File: src/rtl/qspi_rd_pkg.sv
package qspi_rd_pkg;

    localparam int          CMD_BITS   = 8;
    localparam int          MODE_NIBS  = 2;
    localparam int          DATA_W     = 32;
    localparam int          DATA_NIBS  = DATA_W / 4;
    localparam logic [7:0]  OPC_QREAD  = 8'hEB;
    localparam logic [7:0]  MODE_CONT  = 8'hA0;
    localparam logic [3:0]  EXIT_NIB   = 4'hF;

    typedef enum logic [3:0] {
        PH_IDLE,
        PH_BOOT,
        PH_EXIT,
        PH_GAP,
        PH_CMD,
        PH_ADDR,
        PH_MODE,
        PH_DUMMY,
        PH_DATA,
        PH_END
    } phase_e;

    typedef struct packed {
        logic       cs_n;
        logic       sclk;
        logic [3:0] io_out;
        logic [3:0] io_oe;
    } pins_t;

    function automatic logic selects_chip(input phase_e p);
        return (p == PH_EXIT) || (p == PH_CMD) || (p == PH_ADDR) ||
               (p == PH_MODE) || (p == PH_DUMMY) || (p == PH_DATA);
    endfunction

    function automatic logic [DATA_W-1:0] le_word(input logic [DATA_W-1:0] arrival);
        logic [DATA_W-1:0] w;
        for (int b = 0; b < DATA_W / 8; b++) begin
            w[8*b +: 8] = arrival[DATA_W - 8*(b+1) +: 8];
        end
        return w;
    endfunction

endpackage

File: src/rtl/qspi_rd_seq.sv
module qspi_rd_seq
    import qspi_rd_pkg::*;
#(
    parameter int ADDR_W     = 22,
    parameter int DUMMY_CLKS = 4,
    parameter int CW         = 4
) (
    input  logic              clk,
    input  logic              rst,
    input  logic              trig,
    input  logic [ADDR_W-1:0] addr_in,
    input  logic              bypass_on,
    output phase_e            st,
    output logic [CW-1:0]     cnt,
    output logic              half,
    output logic [ADDR_W+1:0] byte_addr,
    output logic              in_init,
    output logic              busy,
    output logic              done,
    output logic              init_done
);

    localparam int ADDR_NIBS = (ADDR_W + 2) / 4;

    logic              pend;
    logic [ADDR_W-1:0] addr_q;
    logic [CW-1:0]     seg_len;
    phase_e            nxt;

    always_comb begin
        unique case (st)
            PH_BOOT:  seg_len = CW'(1);
            PH_EXIT:  seg_len = CW'(CMD_BITS);
            PH_GAP:   seg_len = CW'(1);
            PH_CMD:   seg_len = CW'(CMD_BITS);
            PH_ADDR:  seg_len = CW'(ADDR_NIBS);
            PH_MODE:  seg_len = CW'(MODE_NIBS);
            PH_DUMMY: seg_len = CW'(DUMMY_CLKS);
            PH_DATA:  seg_len = CW'(DATA_NIBS);
            default:  seg_len = CW'(1);
        endcase
    end

    always_comb begin
        unique case (st)
            PH_BOOT:  nxt = PH_EXIT;
            PH_EXIT:  nxt = PH_GAP;
            PH_GAP:   nxt = PH_CMD;
            PH_CMD:   nxt = PH_ADDR;
            PH_ADDR:  nxt = PH_MODE;
            PH_MODE:  nxt = PH_DUMMY;
            PH_DUMMY: nxt = PH_DATA;
            PH_DATA:  nxt = PH_END;
            default:  nxt = PH_IDLE;
        endcase
    end

    always_ff @(posedge clk) begin
        if (rst) begin
            st        <= PH_BOOT;
            cnt       <= '0;
            half      <= 1'b0;
            pend      <= 1'b0;
            addr_q    <= '0;
            in_init   <= 1'b1;
            init_done <= 1'b0;
        end else begin
            if (trig && !init_done && !bypass_on && !pend) begin
                pend   <= 1'b1;
                addr_q <= addr_in;
            end
            unique case (st)
                PH_IDLE: begin
                    if (!bypass_on && (trig || pend)) begin
                        if (!pend) addr_q <= addr_in;
                        pend <= 1'b0;
                        st   <= PH_ADDR;
                        cnt  <= '0;
                        half <= 1'b0;
                    end
                end
                PH_END: begin
                    st        <= PH_IDLE;
                    in_init   <= 1'b0;
                    init_done <= 1'b1;
                end
                default: begin
                    if (!half) begin
                        half <= 1'b1;
                    end else begin
                        half <= 1'b0;
                        if (cnt == seg_len - 1'b1) begin
                            cnt <= '0;
                            st  <= nxt;
                        end else begin
                            cnt <= cnt + 1'b1;
                        end
                    end
                end
            endcase
        end
    end

    assign byte_addr = in_init ? '0 : {addr_q, 2'b00};
    assign busy      = pend || (!in_init && st != PH_IDLE);
    assign done      = !in_init && st == PH_END;

    assert_done_pulse_R5: assert property (@(posedge clk) disable iff (rst)
        done |=> !done);
    assert_done_busy_R5: assert property (@(posedge clk) disable iff (rst)
        done |-> busy);
    assert_init_sticky_R2: assert property (@(posedge clk) disable iff (rst)
        init_done |=> init_done);
    assert_early_held_R6: assert property (@(posedge clk) disable iff (rst)
        (trig && !init_done && !bypass_on) |=> busy);

endmodule

File: src/rtl/qspi_rd_datapath.sv
module qspi_rd_datapath
    import qspi_rd_pkg::*;
#(
    parameter int ADDR_W = 22,
    parameter int CW     = 4
) (
    input  logic              clk,
    input  logic              rst,
    input  phase_e            st,
    input  logic [CW-1:0]     cnt,
    input  logic              half,
    input  logic              in_init,
    input  logic [ADDR_W+1:0] byte_addr,
    input  logic [3:0]        io_in,
    output pins_t             eng_pins,
    output logic [DATA_W-1:0] rd_data
);

    localparam int BA_W      = ADDR_W + 2;
    localparam int ADDR_NIBS = BA_W / 4;

    logic [DATA_W-1:0] sr;
    logic [BA_W-1:0]   addr_sh;
    logic [7:0]        opc_sh;
    logic [7:0]        mode_sh;
    logic              last_nib;

    always_comb begin
        addr_sh = byte_addr >> (4 * (ADDR_NIBS - 1 - int'(cnt)));
        opc_sh  = OPC_QREAD << int'(cnt);
        mode_sh = MODE_CONT << (4 * int'(cnt));
    end

    always_comb begin
        eng_pins.cs_n = !selects_chip(st);
        eng_pins.sclk = half && selects_chip(st);
        unique case (st)
            PH_EXIT: begin
                eng_pins.io_out = {4{EXIT_NIB[0]}};
                eng_pins.io_oe  = 4'b1111;
            end
            PH_CMD: begin
                eng_pins.io_out = {2'b11, 1'b0, opc_sh[7]};
                eng_pins.io_oe  = 4'b1101;
            end
            PH_ADDR: begin
                eng_pins.io_out = addr_sh[3:0];
                eng_pins.io_oe  = 4'b1111;
            end
            PH_MODE: begin
                eng_pins.io_out = mode_sh[7:4];
                eng_pins.io_oe  = 4'b1111;
            end
            default: begin
                eng_pins.io_out = 4'b0000;
                eng_pins.io_oe  = 4'b0000;
            end
        endcase
    end

    assign last_nib = (cnt == CW'(DATA_NIBS - 1));

    always_ff @(posedge clk) begin
        if (rst) begin
            sr      <= '0;
            rd_data <= '0;
        end else if (st == PH_DATA && half) begin
            sr <= {sr[DATA_W-5:0], io_in};
            if (last_nib && !in_init) begin
                rd_data <= le_word({sr[DATA_W-5:0], io_in});
            end
        end
    end

    assert_data_hold_R4: assert property (@(posedge clk) disable iff (rst)
        (st != PH_DATA) |=> $stable(rd_data));

endmodule

File: src/rtl/qspi_rd_pinmux.sv
module qspi_rd_pinmux
    import qspi_rd_pkg::*;
(
    input  logic       clk,
    input  logic       rst,
    input  logic       mode_wr,
    input  logic       mode_bypass,
    input  pins_t      eng_pins,
    input  logic       byp_cs_n,
    input  logic       byp_sclk,
    input  logic       byp_mosi,
    input  logic [3:0] io_in,
    output logic       bypass_on,
    output pins_t      pins,
    output logic       byp_miso
);

    always_ff @(posedge clk) begin
        if (rst) begin
            bypass_on <= 1'b0;
        end else if (mode_wr) begin
            bypass_on <= mode_bypass;
        end
    end

    always_comb begin
        if (bypass_on) begin
            pins.cs_n   = byp_cs_n;
            pins.sclk   = byp_sclk;
            pins.io_out = {2'b11, 1'b0, byp_mosi};
            pins.io_oe  = 4'b1101;
        end else begin
            pins = eng_pins;
        end
    end

    assign byp_miso = bypass_on && io_in[1];

endmodule

File: src/rtl/qspi_flash_reader.sv
module qspi_flash_reader
    import qspi_rd_pkg::*;
#(
    parameter int ADDR_W     = 22,
    parameter int DUMMY_CLKS = 4
) (
    input  logic              clk,
    input  logic              rst,
    input  logic              rd_trig,
    input  logic [ADDR_W-1:0] rd_word_addr,
    output logic [31:0]       rd_data,
    output logic              rd_done,
    output logic              rd_busy,
    output logic              init_done,
    input  logic              mode_wr,
    input  logic              mode_bypass,
    input  logic              byp_cs_n,
    input  logic              byp_sclk,
    input  logic              byp_mosi,
    output logic              byp_miso,
    output logic              flash_cs_n,
    output logic              flash_sclk,
    output logic [3:0]        flash_io_out,
    output logic [3:0]        flash_io_oe,
    input  logic [3:0]        flash_io_in
);

    localparam int MAX_SEG = (DUMMY_CLKS > CMD_BITS) ? DUMMY_CLKS : CMD_BITS;
    localparam int CW      = $clog2(MAX_SEG + 1);

    phase_e            st;
    logic [CW-1:0]     cnt;
    logic              half;
    logic              in_init;
    logic              bypass_on;
    logic [ADDR_W+1:0] byte_addr;
    pins_t             eng_pins;
    pins_t             pins;

    qspi_rd_seq #(
        .ADDR_W     (ADDR_W),
        .DUMMY_CLKS (DUMMY_CLKS),
        .CW         (CW)
    ) seq_i (
        .clk       (clk),
        .rst       (rst),
        .trig      (rd_trig),
        .addr_in   (rd_word_addr),
        .bypass_on (bypass_on),
        .st        (st),
        .cnt       (cnt),
        .half      (half),
        .byte_addr (byte_addr),
        .in_init   (in_init),
        .busy      (rd_busy),
        .done      (rd_done),
        .init_done (init_done)
    );

    qspi_rd_datapath #(
        .ADDR_W (ADDR_W),
        .CW     (CW)
    ) dp_i (
        .clk       (clk),
        .rst       (rst),
        .st        (st),
        .cnt       (cnt),
        .half      (half),
        .in_init   (in_init),
        .byte_addr (byte_addr),
        .io_in     (flash_io_in),
        .eng_pins  (eng_pins),
        .rd_data   (rd_data)
    );

    qspi_rd_pinmux mux_i (
        .clk         (clk),
        .rst         (rst),
        .mode_wr     (mode_wr),
        .mode_bypass (mode_bypass),
        .eng_pins    (eng_pins),
        .byp_cs_n    (byp_cs_n),
        .byp_sclk    (byp_sclk),
        .byp_mosi    (byp_mosi),
        .io_in       (flash_io_in),
        .bypass_on   (bypass_on),
        .pins        (pins),
        .byp_miso    (byp_miso)
    );

    assign flash_cs_n   = pins.cs_n;
    assign flash_sclk   = pins.sclk;
    assign flash_io_out = pins.io_out;
    assign flash_io_oe  = pins.io_oe;

    assert_read_tristate_R9: assert property (@(posedge clk) disable iff (rst)
        (!bypass_on && (st == PH_DUMMY || st == PH_DATA)) |-> flash_io_oe == 4'b0000);
    assert_idle_pins_R9: assert property (@(posedge clk) disable iff (rst)
        (init_done && !rd_busy && !bypass_on) |-> (flash_cs_n && !flash_sclk && flash_io_oe == 4'b0000));
    assert_bypass_quiet_R10: assert property (@(posedge clk) disable iff (rst)
        (bypass_on && !rd_busy) |=> !rd_done);

endmodule

File: config.mk
export PLATFORM = sky130hd
export DESIGN_NAME = qspi_flash_reader
export DESIGN_NICKNAME = d
export VERILOG_FILES = /design/src/rtl/qspi_rd_pkg.sv /design/src/rtl/qspi_rd_seq.sv /design/src/rtl/qspi_rd_datapath.sv /design/src/rtl/qspi_rd_pinmux.sv /design/src/rtl/qspi_flash_reader.sv
export SDC_FILE = /design/constraint.sdc
export NUM_CORES = 1
export LEC_CHECK = 0
export BUFFER_PORTS_ARGS = -buffer_cell sky130_fd_sc_hd__buf_2
export CAP_MARGIN = 10
export CORE_ASPECT_RATIO = 0.8
export CORE_UTILIZATION = 45
export DETAILED_ROUTE_END_ITERATION = 8
export PLACE_DENSITY_LB_ADDON = 0.2
export SLEW_MARGIN = 20
export SYNTH_ARGS = -nofsm -noshare
export SYNTH_HDL_FRONTEND = slang
export SYNTH_SLANG_ARGS = --single-unit
File: constraint.sdc
create_clock -name clk -period 3.9 [get_ports clk]
set_input_delay 0 -clock clk [delete_from_list [all_inputs] [get_ports clk]]
set_output_delay 0 -clock clk [all_outputs]
set_load 0.02 [all_outputs]
---- Yosys cells after proc, flatten, opt, wreduce, memory -nomap -nowiden ----
Memories as Yosys holds them, arrays and structs flattened. A register that Yosys moved wholly into a read port is not among the register bits.
Index checks and enable logic that the tools add are counted.
word-level totals
  output and inout bits ................... 46
  memories kept ........................... 2
  register bits ........................... 95
  bits of input ports ..................... 34
  bits in read-only memories .............. 128
  logic and storage cells ................. 85
cells by class
  eq/ne operators ......................... 10
  shift-type cells ........................ 3
  bitwise logic cells ..................... 1
  mux-type cells .......................... 25
  reduce and logical (&&, ||, !) cells .... 31
  add/sub/neg operators ................... 3
memories
  memory            depth  width  read ports  clocked after Yosys merged registers in  wr ports  RTL line           source
  (name not given)  16     4      1           1                                        0         qspi_rd_seq.sv:45  unique case (st)
  (name not given)  16     4      1           1                                        0         qspi_rd_seq.sv:31  unique case (st)
operators by type and width
  kind                                             number
  2-to-1 mux 22 bit                                4
  2-to-1 mux 4 bit                                 10
  one-hot mux 8 bit (4 select lines)               1
  right shift 24 x 32 -> 4 bit                     1
  2-to-1 mux 24 bit                                1
  == test 4 x 3 -> 1 bit, second input constant    5
  one-hot mux 4 bit (2 select lines)               2
  logical AND 1 bit                                10
  2-to-1 mux 10 bit                                1
  == test 4 bit, second input constant             2
  << shifter 8 x 4 -> 8 bit, first input constant  1
  << shifter 8 x 6 -> 8 bit, first input constant  1
  logical OR 1 bit                                 7
  AND reduction 3 bit                              2
  nonzero test 3 bit                               2
  zero test 1 bit                                  5
  2-to-1 mux 1 bit                                 5
  subtractor 3 x 4 -> 5 bit, first input constant  1
  adder 4 x 1 -> 4 bit, second input constant      1
  == test 4 x 2 -> 1 bit, second input constant    1
  == test 4 bit                                    1
  zero test 4 bit                                  1
  AND reduction 2 bit                              2
  nonzero test 4 bit                               1
  5 further kinds                                  5

---- Logic depth before layout (Yosys ltp) ----
Gate-level depths: netlist of the first run.
  depth in word-level cells ............... 8
  gate-level depth with buffers ........... 11
  gate-level depth less buffers ........... 11

---- Cells and area by module ----
A second synthesis of the first run with hierarchy kept.
second synthesis, totals
  cells, all modules ...................... 549
  area, all modules ....................... 4743.3 µm²
by module, submodules not included
  module            seq. area each (µm²)  cells an instance  instances  area an instance (µm²)
  qspi_rd_datapath  1201.2                278                1          2551.2
  qspi_rd_seq       840.8                 256                1          2053.2
  qspi_rd_pinmux    20.0                  15                 1          138.9

---- Worst setup path before layout of the first run ----
No wires, ideal clock.
  path type ............................... register -> register
  from .................................... reg seq_i.seg_len[0] (netlist name)
  to ...................................... reg seq_i.seg_len[0] (netlist name)
  buffers on the path ..................... 0
  data arrival time ....................... 2.311 ns
  setup time .............................. 0.067 ns
  clock period less this slack ............ 2.378 ns
  slack ................................... 1.522 ns
  stages on the path, launching flop included .. 12
  data required time ...................... 3.833 ns
  cell sequence ........................... dfxtp_1 -> inv_1 -> ha_1 -> xor3_1 -> nor3_2 -> nand3_1 -> mux2_2 -> nor2_1 -> inv_1 -> ha_1 -> a211o_1 -> o21ai_2
on the way
  cells in the longest elaborated chain, start to end .. 6
RTL lines
  item                                            RTL line           source
  subtractor 4 x 1 -> 4 bit                       qspi_rd_seq.sv:92  if (cnt == seg_len - 1'b1) begin
  == test 4 bit                                   qspi_rd_seq.sv:92
  nonzero test 3 bit (no source line)             n/a
  AND reduction 3 bit (no source line)            n/a
  2-to-1 mux 4 bit (no source line) (2 in a row)  n/a
Every way passes these cells.
A chain may end at the register's enable or synchronous reset.

---- Final worst setup path of the first run ----
  from .................................... reg seq_i.cnt[2]
  to ...................................... reg seq_i.seg_len[0] (netlist name)
on the way
  cells in the longest elaborated chain, start to end .. 5
RTL lines
  item                                            RTL line           source
  start, declared                                 qspi_rd_seq.sv:14  output logic [CW-1:0] cnt,
  start signal, assigned                          qspi_rd_seq.sv:96  cnt <= cnt + 1'b1;
  == test 4 bit                                   qspi_rd_seq.sv:92
  nonzero test 3 bit (no source line)             n/a
  AND reduction 3 bit (no source line)            n/a
  2-to-1 mux 4 bit (no source line) (2 in a row)  n/a
Every way passes these cells.

==> flow_summary.toml, run 1 <==
[die]
coreArea_um2 = 9270
chipWidth_um = 113
die_area_um2 = 10200
row_count = 31
die_h_um = 90.5
initial_utilization_pct = 47.5
ioPinCount = 80

[power]
peakVddDrop_mv = 0.256
p_total_w = 0.00308
p_leak_nw = 2.12
power_density_nw_per_um2 = 575

[place]
hpwl_mm = 6.57
place_congestion = 0.835
port_buffers = 79

[cts]
clk_latency_ns = 0.34
cts_tree = "yes"
cts_resized = 0
clk_pin_slew_ns = 0.07
ctsRootBufferMaster = "clkbuf_16"
cts.sinks = 103
cts_made_buffers = 9
cts_htree_levels = 3
clk_path_buf_depth = 2

[global_routing]
grt_max_degree = 61
grt_pass1_wl_mm = 17.4
grt_pass1_vias = 3774
grt_use_total_pct = 21.1
overflow = 0
antenna_found_initial = 0

[synthesis]
ys_types = 50
synthArstFlopShare_pct = 0
yosys_warnings = 0
synth-edff-count = 0
synth_top_area_cell = "dfxtp_1"
syn_area_per_cell_um2 = 7.80
synth-seq-cells = 103
seq_area_frac_synth_pct = 46.9
synth_top_area_share_pct = 46.9
syn_nets = 604
netlist_instances = 564
syn_area_um2 = 4400
ys_top_cells_by_area = "dfxtp_1, nand2_1, a21oi_1"
yosysMostFrequentCell = "nand2_1"
synth_common_cells = "nand2_1, dfxtp_1, a21oi_1"
synth_flop_cell = "dfxtp_1"

[timing]
setup_violations = 0
finClkSkew_ns = 0.00734
tightest_slew_ns = 0.994
fin_crit_ns = 2.64
hold_viol_final = 0
finalCritPeriodShare_pct = 67.6
rsz0062_at_grt = "no"
hold-worst-slack_ns = 0.124
max_slew_margin_pct = 33.7
fmax_ghz = 0.379
finalSetupTns_ns = 0
slew_viol_final = 0

[routing]
drt_wl_total_mm = 10.1
drc = 0
viasPerCell = 5.13
wl_met2_mm = 4.39
antenna_left = 0
vias = 3921
met1_length_mm = 5.10
first_iter_violations = 280
highest_layer = "met4"
wl_per_cell_um = 13.2
first_pass_iters = 4
dr_wl_met3_um = 480

[cells_and_area]
area_delta_synth_final_pct = 21.8
drive_above_1_share_pct = 17.5
fin_util_pct = 57.8
nets = 685
antenna_cells = 0

[worst_setup_path]
critPathCaptureType = "flip-flop"
crit_required_ns = 4.18
crit_arrival_ns = 2.92
start_kind = "flip-flop"
path_class = "reg -> reg"
critPathMaxFanout = 9

[worst_hold_path]
min_path_type = "in -> reg"

[status]
outcome = "finished, final reports clean"

[job]
max-cap-violations = 0
timing repair:
item,4_1_cts,5_1_grt
hold buffers,28,0
hold endpoints to repair,31,0
buffers inserted,0,0
layout make-up:
type	count	area (µm²)
Clock buffer	9	225
Clock inverter	7	77.6
Fill cell	848	3910
Inverter	11	41.3
Multi-Input combinational cell	409	2100
Sequential cell	103	2060
Tap cell	115	144
Timing Repair Buffer	111	706
cell families after synthesis:
family / count (synthesis) / share of synthesized area (%)
AOI/OAI and AO/OA: 135 / 17.5
DFF: 103 / 46.9
xor gates and xnor gates: 10 / 2.33
muxes: 12 / 3.36
buffers and inverters: 52 / 5.52
and+or+nand+nor: 246 / 22.7
adders and majority gates: 6 / 1.71
per-stage QoR:
| stage | setup slack [ns] | instance area [µm²] | cells |
|---|---|---|---|
| CTS | 1.28 | 5360 | 765 |
| global placement | 1.39 | 4780 | 721 |
| global route | 1.10 | 5360 | 765 |
| floorplan | 1.52 | 4400 | 564 |
| finish | 1.26 | 5360 | 765 |
| detailed placement | 1.32 | 4780 | 721 |
worst max-delay path, stage by stage (launching register included):
cell	delay, ns
dfxtp_1	0.50
xor3_1	0.49
nor3_2	0.27
nand3_1	0.20
mux2_2	0.40
nor2_1	0.17
inv_1	0.06
ha_1	0.17
a211o_1	0.26
o21ai_2	0.05
report_power, final:
| part | switching, W | leakage (nW) | internal [W] |
|---|---|---|---|
| clock network | 0.000407 | 0.147 | 0.000504 |
| logic | 0.000522 | 1.14 | 0.000366 |
| registers | 0.000135 | 0.835 | 0.00115 |
| total | 0.00106 | 2.12 | 0.00202 |
cell usage in the layout (no fill, tap or decap), drive strengths merged, types with 2 or more instances in the layout:
master and count:
a211o 2, or2 3, nand4 2, and2 5, o221ai 4, ha 6, dlygate4sd3 28, nand2 187
and3 2, mux2 2, a21o 3, a21oi 94, mux4 2, dfxtp 103, xor2 5, clkinv 2
nand2b 2, o21ai 15, nand3 7, mux2i 8, o2bb2ai 3, nor3 6, nor2 27, clkbuf 9
xnor2 4, a211oi 4, buf 83, inv 14, o22ai 2
per-layer routing:
metal	vias up	track usage, %
met2	97	32.5
met5	-	0
met3	13	5.70
met4	0	6.44
li1	2028	-
met1	1783	28.8
worst paths after layout:
path | to | depth (start not counted) | slack (ns) | start
worst max-delay path | seq_i.seg_len[0]$_DFF_P_ | 9 | 1.26 | seq_i.cnt[2]$_SDFFE_PP0P_
worst min-delay path | seq_i.pend$_SDFF_PP0_ | 5 | 0.12 | rd_trig
worst max register to register | seq_i.seg_len[0]$_DFF_P_ | 9 | 1.26 | seq_i.cnt[2]$_SDFFE_PP0P_
worst min register to register | dp_i.rd_data[11]$_SDFFE_PP0P_ | 2 | 0.45 | dp_i.rd_data[11]$_SDFFE_PP0P_
No activity file was read; power rests on OpenSTA's default activity.
==> inputs of run 2 (changes only) <==
==> constraint.sdc (replaced) <==
create_clock -name clk -period 2.25 [get_ports clk]
set_input_delay 0 -clock clk [delete_from_list [all_inputs] [get_ports clk]]
set_output_delay 0 -clock clk [all_outputs]
set_load 0.02 [all_outputs]
==> flow_summary.toml, run 2 (synthesis results as in run 1) <==
[place]
hpwl_mm = 6.90
place_ws_ns = 0.0341
dp_cells = 739
port_buffers = 79
place_congestion = 0.813

[timing]
rsz0062_at_grt = "yes"
finClkSkew_ns = 0.00553
setup_violations = 0
fin_crit_ns = 2.17
hold_viol_final = 0
tightest_slew_ns = 0.689
finalCritPeriodShare_pct = 96.5
max_slew_margin_pct = 54.1
layout_setup_ws_ns = 0.0782
slew_viol_final = 0
fmax_ghz = 0.460
finalSetupTns_ns = 0

[cells_and_area]
fin_util_pct = 60.1
final_cell_mix = "nand2_1, dfxtp_1, a21oi_1"
final_common_cell = "nand2_1"
antenna_cells = 0
nets = 705
drive_above_1_share_pct = 21.2
area_delta_synth_final_pct = 26.6
stdcell_count = 785

[worst_setup_path]
r2r_start = "seq_i.seg_len[1]$_SDFF_PP0_"
path_class = "reg -> out"
r2r_slack_ns = 0.08
regToRegEndpoint = "seq_i.seg_len[0]$_DFF_P_"
critPathMaxFanout = 7
critPathLaunch = "seq_i.cnt[2]$_SDFFE_PP0P_"
start_kind = "flip-flop"
crit_arrival_ns = 2.17
endpoint = "flash_io_out[3]"
crit_required_ns = 2.25
critPathCaptureType = "output port"
rr_worst_depth = 11

[cts]
cts_tree = "yes"
cts.sinks = 103
ctsRootBufferMaster = "clkbuf_16"
cts_htree_levels = 3
cts_made_buffers = 9
clk_pin_slew_ns = 0.07
clk_latency_ns = 0.35
clk_path_buf_depth = 2

[routing]
wl_per_cell_um = 13.2
viasPerCell = 5.11
first_iter_violations = 201
drc = 0
first_pass_iters = 5
vias = 4010
drt_wl_total_mm = 10.4
antenna_left = 0

[die]
chipWidth_um = 113
ioPinCount = 80
row_count = 31
coreArea_um2 = 9270
die_area_um2 = 10200
initial_utilization_pct = 47.5
die_h_um = 90.5

[power]
p_leak_nw = 2.23
peakVddDrop_mv = 0.515
power_density_nw_per_um2 = 1010

[global_routing]
overflow = 0
grt_pass1_wl_mm = 17.3
grt_pass1_vias = 3639
antenna_found_initial = 0
grt_max_degree = 47
grt_use_total_pct = 21.1

[status]
outcome = "finished, final reports clean"

[job]
max-cap-violations = 0

[worst_hold_path]
min_path_type = "in -> reg"
## run 2: changes by cell type in the layout (fill, tap and decap cells not counted), sizes merged
cell,previous run,this run
dlygate4sd3,28,29
buf,83,102
inv,14,13
clkbuf,9,10
## run 2: final cells by class
class	instances	area (µm²)
well taps	115	144
clock buffers	10	239
multi-input cells	409	2150
fillers	859	3700
clock inverters	6	67.6
repair buffers	131	871
inverters	11	41.3
flip-flops and latches	103	2060
## run 2: power by group
group | leakage [nW] | switching [W] | internal (W)
sequential | 0.835 | 0.000174 | 0.00199
clock | 0.151 | 0.000701 | 0.000901
combinational | 1.24 | 0.00105 | 0.000797
## run 2: repair_timing
item                       CTS  global route
resized for setup            2             5
setup buffers                0             1
pin swaps                    0             4
hold endpoints to repair    35             0
hold buffers                29             0
setup endpoints to repair    3             8
## run 2: how the worst min path moves through the flow
stage,startpoint,endpoint,slack (ns),cells past startpoint
final,rd_trig,seq_i.pend$_SDFF_PP0_,0.13,5
after CTS,rd_trig,seq_i.pend$_SDFF_PP0_,0.11,5
after detailed placement,rd_word_addr[1],flip-flop,0.25,3
after global routing,rd_trig,seq_i.pend$_SDFF_PP0_,0.17,5
after global placement,mode_bypass,mux_i.bypass_on$_SDFFE_PP0P_,0.23,3
after floorplan,rst,seq_i.st[3]$_SDFFE_PP0N_,0.11,1
## run 2: per-stage QoR
stage          power (W)  cell area, µm²  hold WS [ns]
6_report         0.00561            5570         0.125
5_1_grt          0.00590            5570         0.172
3_5_place_dp     0.00393            4940         0.247
4_1_cts          0.00559            5550         0.112
2_1_floorplan    0.00350            4420         0.108
3_3_place_gp     0.00391            4940         0.235
## run 2: worst max-delay path, stage by stage (launching register included)
cell and delay [ns]:
dfxtp_1 0.32, buf_4 0.17, ha_4 0.32, mux4_2 0.50
a21oi_1 0.20, o221ai_1 0.14, buf_2 0.18
## run 2: routing by layer
metal	wire, µm	vias up	track usage [%]
met5	0	-	0
met3	393	14	4.83
met1	5090	1842	28.7
met2	4750	90	33.1
li1	-	2064	-
met4	143	0	7.22
